===== src/rtl/ulpi_link_pkg.sv =====
package ulpi_link_pkg;
   typedef enum logic [2:0] {
      ST_IDLE,
      ST_XMIT,
      ST_STOP,
      ST_ABORT,
      ST_ABWAIT,
      ST_ABDONE
   } link_state_e;
endpackage


===== src/rtl/ulpi_bus_fsm.sv =====
module ulpi_bus_fsm
   import ulpi_link_pkg::*;
#(
   parameter int DATA_W = 8,
   parameter logic [DATA_W-1:0] IDLE_BYTE = '0
) (
   input  logic              clk,
   input  logic              rst_n,
   input  logic              dir,
   input  logic              nxt,
   input  logic [DATA_W-1:0] din,
   output logic [DATA_W-1:0] dout,
   output logic              dout_en,
   output logic              stop,
   input  logic              tx_valid,
   input  logic [DATA_W-1:0] tx_data,
   input  logic              tx_last,
   output logic              tx_ready,
   output logic              tx_done,
   input  logic              abort_req,
   output logic              abort_done,
   output logic [DATA_W-1:0] rx_data,
   output logic              rx_valid
);
   link_state_e st_q, st_d;
   logic        dir_q;
   logic        link_owns;
   logic        phy_owns;

   // Direction history; reset assumes the PHY holds the bus.
   always_ff @(posedge clk or negedge rst_n) begin
      if (!rst_n) dir_q <= 1'b1;
      else        dir_q <= dir;
   end

   assign link_owns = !dir && !dir_q;
   assign phy_owns  = dir && dir_q;

   always_comb begin
      st_d = st_q;
      unique case (st_q)
         ST_IDLE: begin
            if (phy_owns && abort_req)      st_d = ST_ABORT;
            else if (link_owns && tx_valid) st_d = ST_XMIT;
         end
         ST_XMIT:   if (tx_ready && tx_last) st_d = ST_STOP;
         ST_STOP:   st_d = ST_IDLE;
         ST_ABORT:  st_d = ST_ABWAIT;
         ST_ABWAIT: if (!dir) st_d = ST_ABDONE;
         ST_ABDONE: st_d = ST_IDLE;
         default:   st_d = ST_IDLE;
      endcase
   end

   always_ff @(posedge clk or negedge rst_n) begin
      if (!rst_n) st_q <= ST_IDLE;
      else        st_q <= st_d;
   end

   assign dout_en    = link_owns;
   assign dout       = (st_q == ST_XMIT) ? tx_data : IDLE_BYTE;
   assign tx_ready   = (st_q == ST_XMIT) && link_owns && nxt;
   assign stop       = (st_q == ST_STOP) || (st_q == ST_ABORT);
   assign tx_done    = (st_q == ST_STOP);
   assign abort_done = (st_q == ST_ABDONE);

   always_ff @(posedge clk or negedge rst_n) begin
      if (!rst_n) begin
         rx_valid <= 1'b0;
         rx_data  <= '0;
      end else begin
         rx_valid <= phy_owns && nxt;
         if (phy_owns && nxt) rx_data <= din;
      end
   end
endmodule


===== src/rtl/ulpi_fault_mon.sv =====
module ulpi_fault_mon #(
   parameter int SYNC_STAGES = 2
) (
   input  logic clk,
   input  logic rst_n,
   input  logic fault_in,
   input  logic fault_clear,
   input  logic vbus_en_req,
   output logic vbus_en,
   output logic fault_flag
);
   logic [SYNC_STAGES-1:0] sync_q;
   logic                   fault_seen;

   always_ff @(posedge clk or negedge rst_n) begin
      if (!rst_n) sync_q <= '0;
      else        sync_q <= {sync_q[SYNC_STAGES-2:0], fault_in};
   end

   assign fault_seen = sync_q[SYNC_STAGES-1];

   always_ff @(posedge clk or negedge rst_n) begin
      if (!rst_n)           fault_flag <= 1'b0;
      else if (fault_seen)  fault_flag <= 1'b1;
      else if (fault_clear) fault_flag <= 1'b0;
   end

   assign vbus_en = vbus_en_req && !fault_flag && !fault_seen;
endmodule


===== src/rtl/ulpi_port_ind.sv =====
module ulpi_port_ind #(
   parameter int NUM_LEDS = 2
) (
   input  logic                host_mode,
   input  logic [NUM_LEDS-1:0] led_req,
   output logic [NUM_LEDS-1:0] port_led
);
   for (genvar i = 0; i < NUM_LEDS; i++) begin : g_led
      assign port_led[i] = host_mode & led_req[i];
   end
endmodule


===== src/rtl/ulpi_link_ctrl.sv =====
module ulpi_link_ctrl #(
   parameter int DATA_W      = 8,
   parameter int SYNC_STAGES = 2,
   parameter int NUM_LEDS    = 2,
   parameter logic [DATA_W-1:0] IDLE_BYTE = '0
) (
   input  logic                clk,
   input  logic                rst_n,
   input  logic                ulpi_dir,
   input  logic                ulpi_nxt,
   input  logic [DATA_W-1:0]   ulpi_din,
   output logic [DATA_W-1:0]   ulpi_dout,
   output logic                ulpi_dout_en,
   output logic                ulpi_stop,
   input  logic                tx_valid,
   input  logic [DATA_W-1:0]   tx_data,
   input  logic                tx_last,
   output logic                tx_ready,
   output logic                tx_done,
   input  logic                abort_req,
   output logic                abort_done,
   output logic [DATA_W-1:0]   rx_data,
   output logic                rx_valid,
   input  logic                vbus_fault,
   input  logic                fault_clear,
   input  logic                vbus_en_req,
   output logic                vbus_en,
   output logic                fault_flag,
   input  logic                host_mode,
   input  logic [NUM_LEDS-1:0] led_req,
   output logic [NUM_LEDS-1:0] port_led
);
   if (DATA_W != 8) begin : g_bad_width
      $error("ulpi_link_ctrl: DATA_W must be 8");
   end
   if (SYNC_STAGES < 2) begin : g_bad_sync
      $error("ulpi_link_ctrl: SYNC_STAGES must be at least 2");
   end
   if (NUM_LEDS < 1) begin : g_bad_leds
      $error("ulpi_link_ctrl: NUM_LEDS must be at least 1");
   end

   ulpi_bus_fsm #(.DATA_W(DATA_W), .IDLE_BYTE(IDLE_BYTE)) bus_i (
      .clk(clk), .rst_n(rst_n), .dir(ulpi_dir), .nxt(ulpi_nxt), .din(ulpi_din),
      .dout(ulpi_dout), .dout_en(ulpi_dout_en), .stop(ulpi_stop),
      .tx_valid(tx_valid), .tx_data(tx_data), .tx_last(tx_last),
      .tx_ready(tx_ready), .tx_done(tx_done), .abort_req(abort_req),
      .abort_done(abort_done), .rx_data(rx_data), .rx_valid(rx_valid)
   );

   ulpi_fault_mon #(.SYNC_STAGES(SYNC_STAGES)) fault_i (
      .clk(clk), .rst_n(rst_n), .fault_in(vbus_fault), .fault_clear(fault_clear),
      .vbus_en_req(vbus_en_req), .vbus_en(vbus_en), .fault_flag(fault_flag)
   );

   ulpi_port_ind #(.NUM_LEDS(NUM_LEDS)) led_i (
      .host_mode(host_mode), .led_req(led_req), .port_led(port_led)
   );
endmodule


===== config.mk =====
export PLATFORM = sky130hd
export DESIGN_NAME = ulpi_link_ctrl
export DESIGN_NICKNAME = d
export VERILOG_FILES = /design/src/rtl/ulpi_link_pkg.sv /design/src/rtl/ulpi_bus_fsm.sv /design/src/rtl/ulpi_fault_mon.sv /design/src/rtl/ulpi_port_ind.sv /design/src/rtl/ulpi_link_ctrl.sv
export SDC_FILE = /design/constraint.sdc
export NUM_CORES = 1
export LEC_CHECK = 0
export ABC_AREA = 0
export CORE_MARGIN = 5
export CORE_UTILIZATION = 35
export DETAILED_ROUTE_END_ITERATION = 10
export PLACE_DENSITY = 0.94
export SYNTH_ARGS = -nofsm -noshare
export SYNTH_HDL_FRONTEND = slang
export SYNTH_SLANG_ARGS = --single-unit

===== constraint.sdc =====
create_clock -name clk -period 2.15 [get_ports clk]
set_input_delay 0.215 -clock clk [delete_from_list [all_inputs] [get_ports clk]]
set_output_delay 0.215 -clock clk [all_outputs]
set_load 0.1 [all_outputs]

# Yosys cells after proc, flatten, opt, wreduce, memory -nomap -nowiden
# Index checks and enable logic that the tools add are counted.
# W data, S select, Z words.
# word_totals
wordCells	42
ff_bits	16
in_bits	29
# op_classes
bitwise_logic	2
reduce_logical	18
muxes	8
eq_ne	8
# ops
op	count
$mux W3	4
$pmux W3 S4	1
$logic_and A1 B1 Y1	10
$mux W8	1
$eq A3 B2 Y1 const B	2
$eq A3 B3 Y1 const B	2
$logic_not A1 Y1	4
$eq A3 B1 Y1 const B	1
$logic_not A3 Y1	1
$ne A3 B1 Y1 const B	1
$reduce_and A3 Y1	1
$and A1 B1 Y1	2
$mux W1	2
$ne A2 B1 Y1 const B	1
$ne A2 B2 Y1 const B	1
$reduce_bool A2 Y1	1
$logic_or A1 B1 Y1	1

# Depth between registers and ports, before layout
# Gate-level depths: netlist (run 1).
# depth
ltp_word	7
ltp_mapped	3

# Cells and area by module
# Synthesis (run 1) repeated with hierarchy kept, for this count alone.
# unflattened
cells_unflattened	60
hier_area_um2	713.2
# by_module_without_submodules
module	area_each_um2	instances	cells_each
ulpi_bus_fsm	601.8	1	52
ulpi_fault_mon	98.8	1	6
ulpi_port_ind	12.5	1	2

# Least setup slack after synthesis (run 1)
# OpenSTA, ideal clock, no wires.
# synth_timing
kind	reg-to-output
start	register fault_i.fault_flag
end	output vbus_en
t_required_ns	1.935
t_arrival_ns	3.084
stages_incl_launch_ff	2
setup_slack_ns	-1.149
cell_sequence	dfrtp_1 nor3b_1
# synth_between
elab_chain_len	3
# synth_rtl
item	line	text
start: declaration	ulpi_fault_mon.sv:10	output logic fault_flag
start signal: assignment	ulpi_fault_mon.sv:23	if (!rst_n) fault_flag <= 1'b0;
start signal: assignment	ulpi_fault_mon.sv:24	else if (fault_seen) fault_flag <= 1'b1;
start signal: assignment	ulpi_fault_mon.sv:25	else if (fault_clear) fault_flag <= 1'b0;
$logic_not A1 Y1	ulpi_fault_mon.sv:28	assign vbus_en = vbus_en_req && !fault_flag && !fault_seen;
$logic_and A1 B1 Y1 (2 in series)	ulpi_fault_mon.sv:28	
end: declaration	ulpi_link_ctrl.sv:27	output logic vbus_en,
# No other way between the ends.

# Final worst setup path (run 1)
# layout_timing
start	register bus_i.st_q[1]
end	output tx_ready
# layout_between
elab_chain_len	3
# layout_rtl
item	line	text
start: declaration	ulpi_bus_fsm.sv:25	link_state_e st_q, st_d;
start signal: assignment	ulpi_bus_fsm.sv:57	else st_q <= st_d;
$eq A3 B1 Y1	ulpi_bus_fsm.sv:62	assign tx_ready = (st_q == ST_XMIT) && link_owns && nxt;
$logic_and A1 B1 Y1 (2 in series)	ulpi_bus_fsm.sv:62	
end: declaration	ulpi_link_ctrl.sv:18	output logic tx_ready,
# No other way between the ends.

==> results.cfg, run 1 <==
[clocking]
cts-htree-levels = 1
cts_tree = yes
clk_latency_ps = 290
cts_hold_buf = 0
cts_sinks = 16
clock-root-buffer = clkbuf_4
numCtsBuffers = 3
postCtsSetupBuffers = 0
ctsResizeCount = 0
clkTransAtPathRegs_ps = 100
clockBufferDepth = 2

[synth]
yosysTopAreaCell = dfrtp_1
synth_common_cells = 15 x dfrtp_1, 8 x and2_2, 8 x mux2_2
synth.area.top_cells = dfrtp_1 52%, mux2_2 12%, and2_2 8.3%
avgSynthCellArea_um2 = 12.2
synth_cells = 59
syn-num-nets = 88
synthArstFlopShare = 1.00
yosysSeqAreaShare = 0.556
synthSimpleGateAreaFrac = 0.237
synth_compound_area_frac = 0.0711
synth_top_family_by_area = simple AND/OR/NAND/NOR gates
synth_flop_cell = dfrtp_1
ys_types = 22
syn_area_um2 = 722
ys_warn_count = 0
synth-adder-area-share = 0
synth-xor-area-share = 0
yosys.cell_count.top_type = dfrtp_1
ys_ff_latch = 16
synth_edf_count = 0
synth_top_area_frac = 0.520
synth.area.mux_share = 0.125

[sta]
rsz0062_at_grt = false
tightest_slew_ps = 691
tns_ps = 0
hold_viol = 0
max-slew-margin-rel = 0.538
post-route-period-util = 0.866
setup_violations = 0
hold_slack_ps = 329
skew_ps = 8.33
fmax_mhz = 537
slew_viol_final = 0
timing.final.crit_period_ps = 1860

[routing]
vias_per_cell = 4.78
vias = 688
drtIter0Drc = 17
dr.pass1.iters = 4
wirelength_um = 2360
drc = 0
wl_per_cell_um = 16.4
ant_nets = 0

[pwr]
ir_worst_vdd_mv = 0.854
combinationalPowerShare = 0.672
swShare = 0.544
total_power_mw = 1.90
power_switching_mw = 1.03
pwr_density_cell_mw_per_mm2 = 1310
p_seq_frac = 0.223
intPower_mw = 0.865
clkPwrFrac = 0.105
p_leak_nw = 0.640

[status]
status = finished, final reports clean

[placed_design]
hpwl_um = 1990
gp_congestion = 0.759
port_buffers = 54
dp.cells = 140

[worst_setup_path]
cp_max_fo = 10
criticalPathCategory = reg2out
crit_chain = nor3b_4, and3_2, buf_12
crit_arrival_ps = 1650
cp_slowest_cell = dfrtp_1
crit_path_max_incr_delay_ps = 490
required_ps = 1930
setup.worst_path.start_class = register
cp-end-kind = output pin

[floorplan]
core_region_area_mm2 = 0.00196
die_h_um = 55.4
fp.dieW_um = 55.4
initial_core_util = 0.368
ios = 55
fp-row-count = 16
die-area_mm2 = 0.00307

[global_route]
grt_pass1_vias = 738
grt_pass1_wl_um = 4040
globalRouteOverflowTotal = 0
antenna_found_initial = 0
grt_max_degree = 17
grt_usage = 0.169

[layout]
antenna_cells = 0
drive_gt1_frac = 0.470
fin_cells = 144
nNetsFinal = 147
fillers = 125
syn_to_final_growth_pct = 100

[job]
max_cap_viol_count = 0

[min_path]
min_path_type = in2async
## cells by family (layout without fill, tap and decap cells)
group | after synthesis | after routing
compound gates | 7 | 7
mux | 8 | 8
flops | 16 | 16
simple gates | 26 | 26
buf+inv | 2 | 60
## per-stage QoR
stage / worst slack (ps) / instance area [µm²] / utilization
finish: 288 / 1450 / 0.737
global route: 188 / 1450 / 0.737
CTS: 280 / 1450 / 0.737
detailed placement: 517 / 1410 / 0.718
global placement: 580 / 1410 / 0.718
floorplan: -176 / 737 / -
## power groups by stage
stage | registers [mW] | logic (mW) | clock network [mW]
2_1_floorplan | 0.639 | 0.651 | 0
5_1_grt | 0.433 | 1.32 | 0.216
4_1_cts | 0.421 | 1.28 | 0.202
3_5_place_dp | 0.427 | 1.28 | 0
6_report | 0.424 | 1.28 | 0.200
3_3_place_gp | 0.420 | 1.26 | 0
## worst paths after layout
kind / from / to / slack, ps / cells after the start
worst max-delay path: bus_i.st_q[1] / tx_ready / 290 / 3
worst min-delay path: rst_n / bus_i.rx_valid / 330 / 1
worst max register to register: bus_i.st_q[1] / bus_i.st_q[0] / 870 / 3
worst min register to register: fault_i.sync_q[0] / fault_i.sync_q[1] / 360 / 0
max in group asynchronous: rst_n / fault_i.sync_q[1] / 1380 / 1
min in group clk: fault_i.sync_q[0] / fault_i.sync_q[1] / 360 / 0
## state kept, by name (all words and copies together), names as in the netlist
signal	flops
bus_i.rx_data	8
fault_i.sync_q	2
bus_i.dir_q	1
bus_i.st_q	3
fault_i.fault_flag	1
bus_i.rx_valid	1
## metal layers
| layer | global-route usage | wire (µm) |
|---|---|---|
| met2 | 0.319 | 1340 |
| met3 | 0.0490 | 162 |
| met5 | 0 | 0 |
| met1 | 0.180 | 848 |
| met4 | 0.0417 | 12 |
## layout by cell type, fill, tap and decap left out
cell type and n:
clkdlybuf4s50_1 28, dfrtp_1 15, buf_12 13, buf_4 13, and2_2 8, mux2_2 8
nand2_1 6, clkbuf_4 3, nor2_1 2, inv_1 2, and2_1 2, nor3b_4 1
nor2_2 1, and3_2 1, nor2b_4 1, and2b_2 1, nand3_2 1, nor3b_2 1
o21ai_0 1, o31a_2 1, a31oi_1 1, nor4_1 1, a21o_1 1, a211oi_1 1
o31ai_1 1, a22oi_1 1, dfstp_2 1, clkbuf_8 1
## cell type report
type | instances | area, µm² | area share
inverters | 2 | 7.51 | 0.00519
clock buffers | 4 | 36.3 | 0.0251
repair buffers | 54 | 638 | 0.442
multi-input cells | 41 | 328 | 0.227
well taps | 27 | 33.8 | 0.0234
flip-flops and latches | 16 | 402 | 0.278
## worst max-delay path, delay by kind of cell (launching register included)
| kind | cells | cell delay (ps) |
|---|---|---|
| DFF | 1 | 490 |
| and+or+nand+nor | 2 | 680 |
| buffers and inverters | 1 | 180 |
No activity file was read; power rests on OpenSTA's default activity.
==> inputs of run 2 (changes only) <==
Settings changed: GPL_ROUTABILITY_DRIVEN set to 1.
==> results of run 2 <==
Same layout as run 1: the final DEF is identical, and so are final timing and power.
==> inputs of run 3 (changes only) <==
Settings changed: PLACE_DENSITY 0.94 to 0.85.
==> results.cfg, run 3 (synthesis results as in run 1) <==
[status]
status = finished, final reports clean

[layout]
largest_reg_flops = 8
regMostFlops = bus_i.rx_data
final_util = 0.737
design_area_mm2 = 0.00145
drive_gt1_frac = 0.470
nNetsFinal = 147
final_common_cell = clkdlybuf4s50_1
layout_common_cells = 28 x clkdlybuf4s50_1, 15 x dfrtp_1, 13 x buf_12, 13 x buf_4
syn_to_final_growth_pct = 100
largestRegisters = bus_i.rx_data (8), bus_i.st_q (3), fault_i.sync_q (2)
fin_cells = 144
antenna_cells = 0

[floorplan]
core_region_area_mm2 = 0.00196
ios = 55
initial_core_util = 0.368
die_h_um = 55.4
fp-row-count = 16
die-area_mm2 = 0.00307
fp.dieW_um = 55.4

[pwr]
ir_worst_vdd_mv = 0.759
p_leak_nw = 0.640
p_seq_frac = 0.223
intPower_mw = 0.865
pwr_density_cell_mw_per_mm2 = 1310
combinationalPowerShare = 0.671
power_switching_mw = 1.03
swShare = 0.544
clkPwrFrac = 0.106

[min_path]
min_path_type = in2async

[placed_design]
dp.cells = 140
placed_cell_area_mm2 = 0.00141
port_buffers = 54
hpwl_um = 1850
gp_congestion = 0.850

[worst_setup_path]
cp-end-kind = output pin
required_ps = 1930
cp_max_fo = 10
crit_arrival_ps = 1660
setup.worst_path.start_class = register
regToRegSetupSlack_ps = 850
criticalPathCategory = reg2out

[clocking]
cts_sinks = 16
cts_hold_buf = 0
clk_latency_ps = 290
clkTransAtPathRegs_ps = 90
clock-root-buffer = clkbuf_4
ctsResizeCount = 0
clockBufferDepth = 2
cts_tree = yes
postCtsSetupBuffers = 0
cts-htree-levels = 1
numCtsBuffers = 3

[global_route]
grt_usage = 0.146
grt_pass1_wl_um = 3530
antenna_found_initial = 0
grt_max_degree = 17
globalRouteOverflowTotal = 0
grt_pass1_vias = 711

[routing]
dr.pass1.iters = 4
drtIter0Drc = 10
wl_per_cell_um = 15.3
drc = 0
wirelength_um = 2200
ant_nets = 0
vias_per_cell = 4.63
vias = 667

[sta]
rsz0062_at_grt = false
max-slew-margin-rel = 0.527
setup_violations = 0
timing.final.crit_period_ps = 1870
fmax_mhz = 534
post-route-period-util = 0.871
tightest_slew_ps = 707
slew_viol_final = 0
skew_ps = 0.763
hold_viol = 0

[job]
max_cap_viol_count = 0
## run 3: cell counts in the layout (fill, tap and decap cells not counted)
No cell type changed its count.
## run 3: layer usage
metal  GRT usage  wire (µm)
met1       0.155        826
met3      0.0559        160
met5           0          0
met4      0.0590         27
met2       0.257       1180
## run 3: path summary, 6_finish.rpt
path                                   startpoint                 to  depth (start not counted)
worst max-delay path                bus_i.st_q[2]           tx_ready                          3
worst min-delay path                        rst_n     bus_i.rx_valid                          1
worst max register to register      bus_i.st_q[2]      bus_i.st_q[0]                          3
worst min register to register  fault_i.sync_q[0]  fault_i.sync_q[1]                          0
min in group clk                       vbus_fault  fault_i.sync_q[0]                          1
max in group asynchronous                   rst_n      bus_i.st_q[0]                          1
## run 3: per-stage QoR
step                      total power, mW  TNS, ps  setup slack [ps]  hold slack (ps)
after floorplan                      1.29     -176              -176            -80.6
after global placement               1.68        0               575              336
after detailed placement             1.71        0               545              341
after CTS                            1.91        0               239              348
after global routing                 1.96        0               179              356
final                                1.90        0               278              337
## run 3: layout make-up
class	count	area (µm²)
Fill cell	145	517
Timing Repair Buffer	54	638
Sequential cell	16	402
Multi-Input combinational cell	41	328
Clock buffer	4	36.3
Tap cell	27	33.8
Inverter	2	7.51
## run 3: worst max-delay path, cell delays in order, from the launching register on
cell and delay, ps:
dfrtp_1 510, nor3b_4 400, and3_2 280, buf_12 170
## run 3: power groups by stage
| stage | Combinational, mW | Sequential, mW | Clock [mW] |
|---|---|---|---|
| after floorplan | 0.651 | 0.639 | 0 |
| after global placement | 1.26 | 0.421 | 0 |
| after detailed placement | 1.28 | 0.428 | 0 |
| after CTS | 1.28 | 0.423 | 0.205 |
| after global routing | 1.31 | 0.433 | 0.216 |
| final | 1.27 | 0.422 | 0.202 |
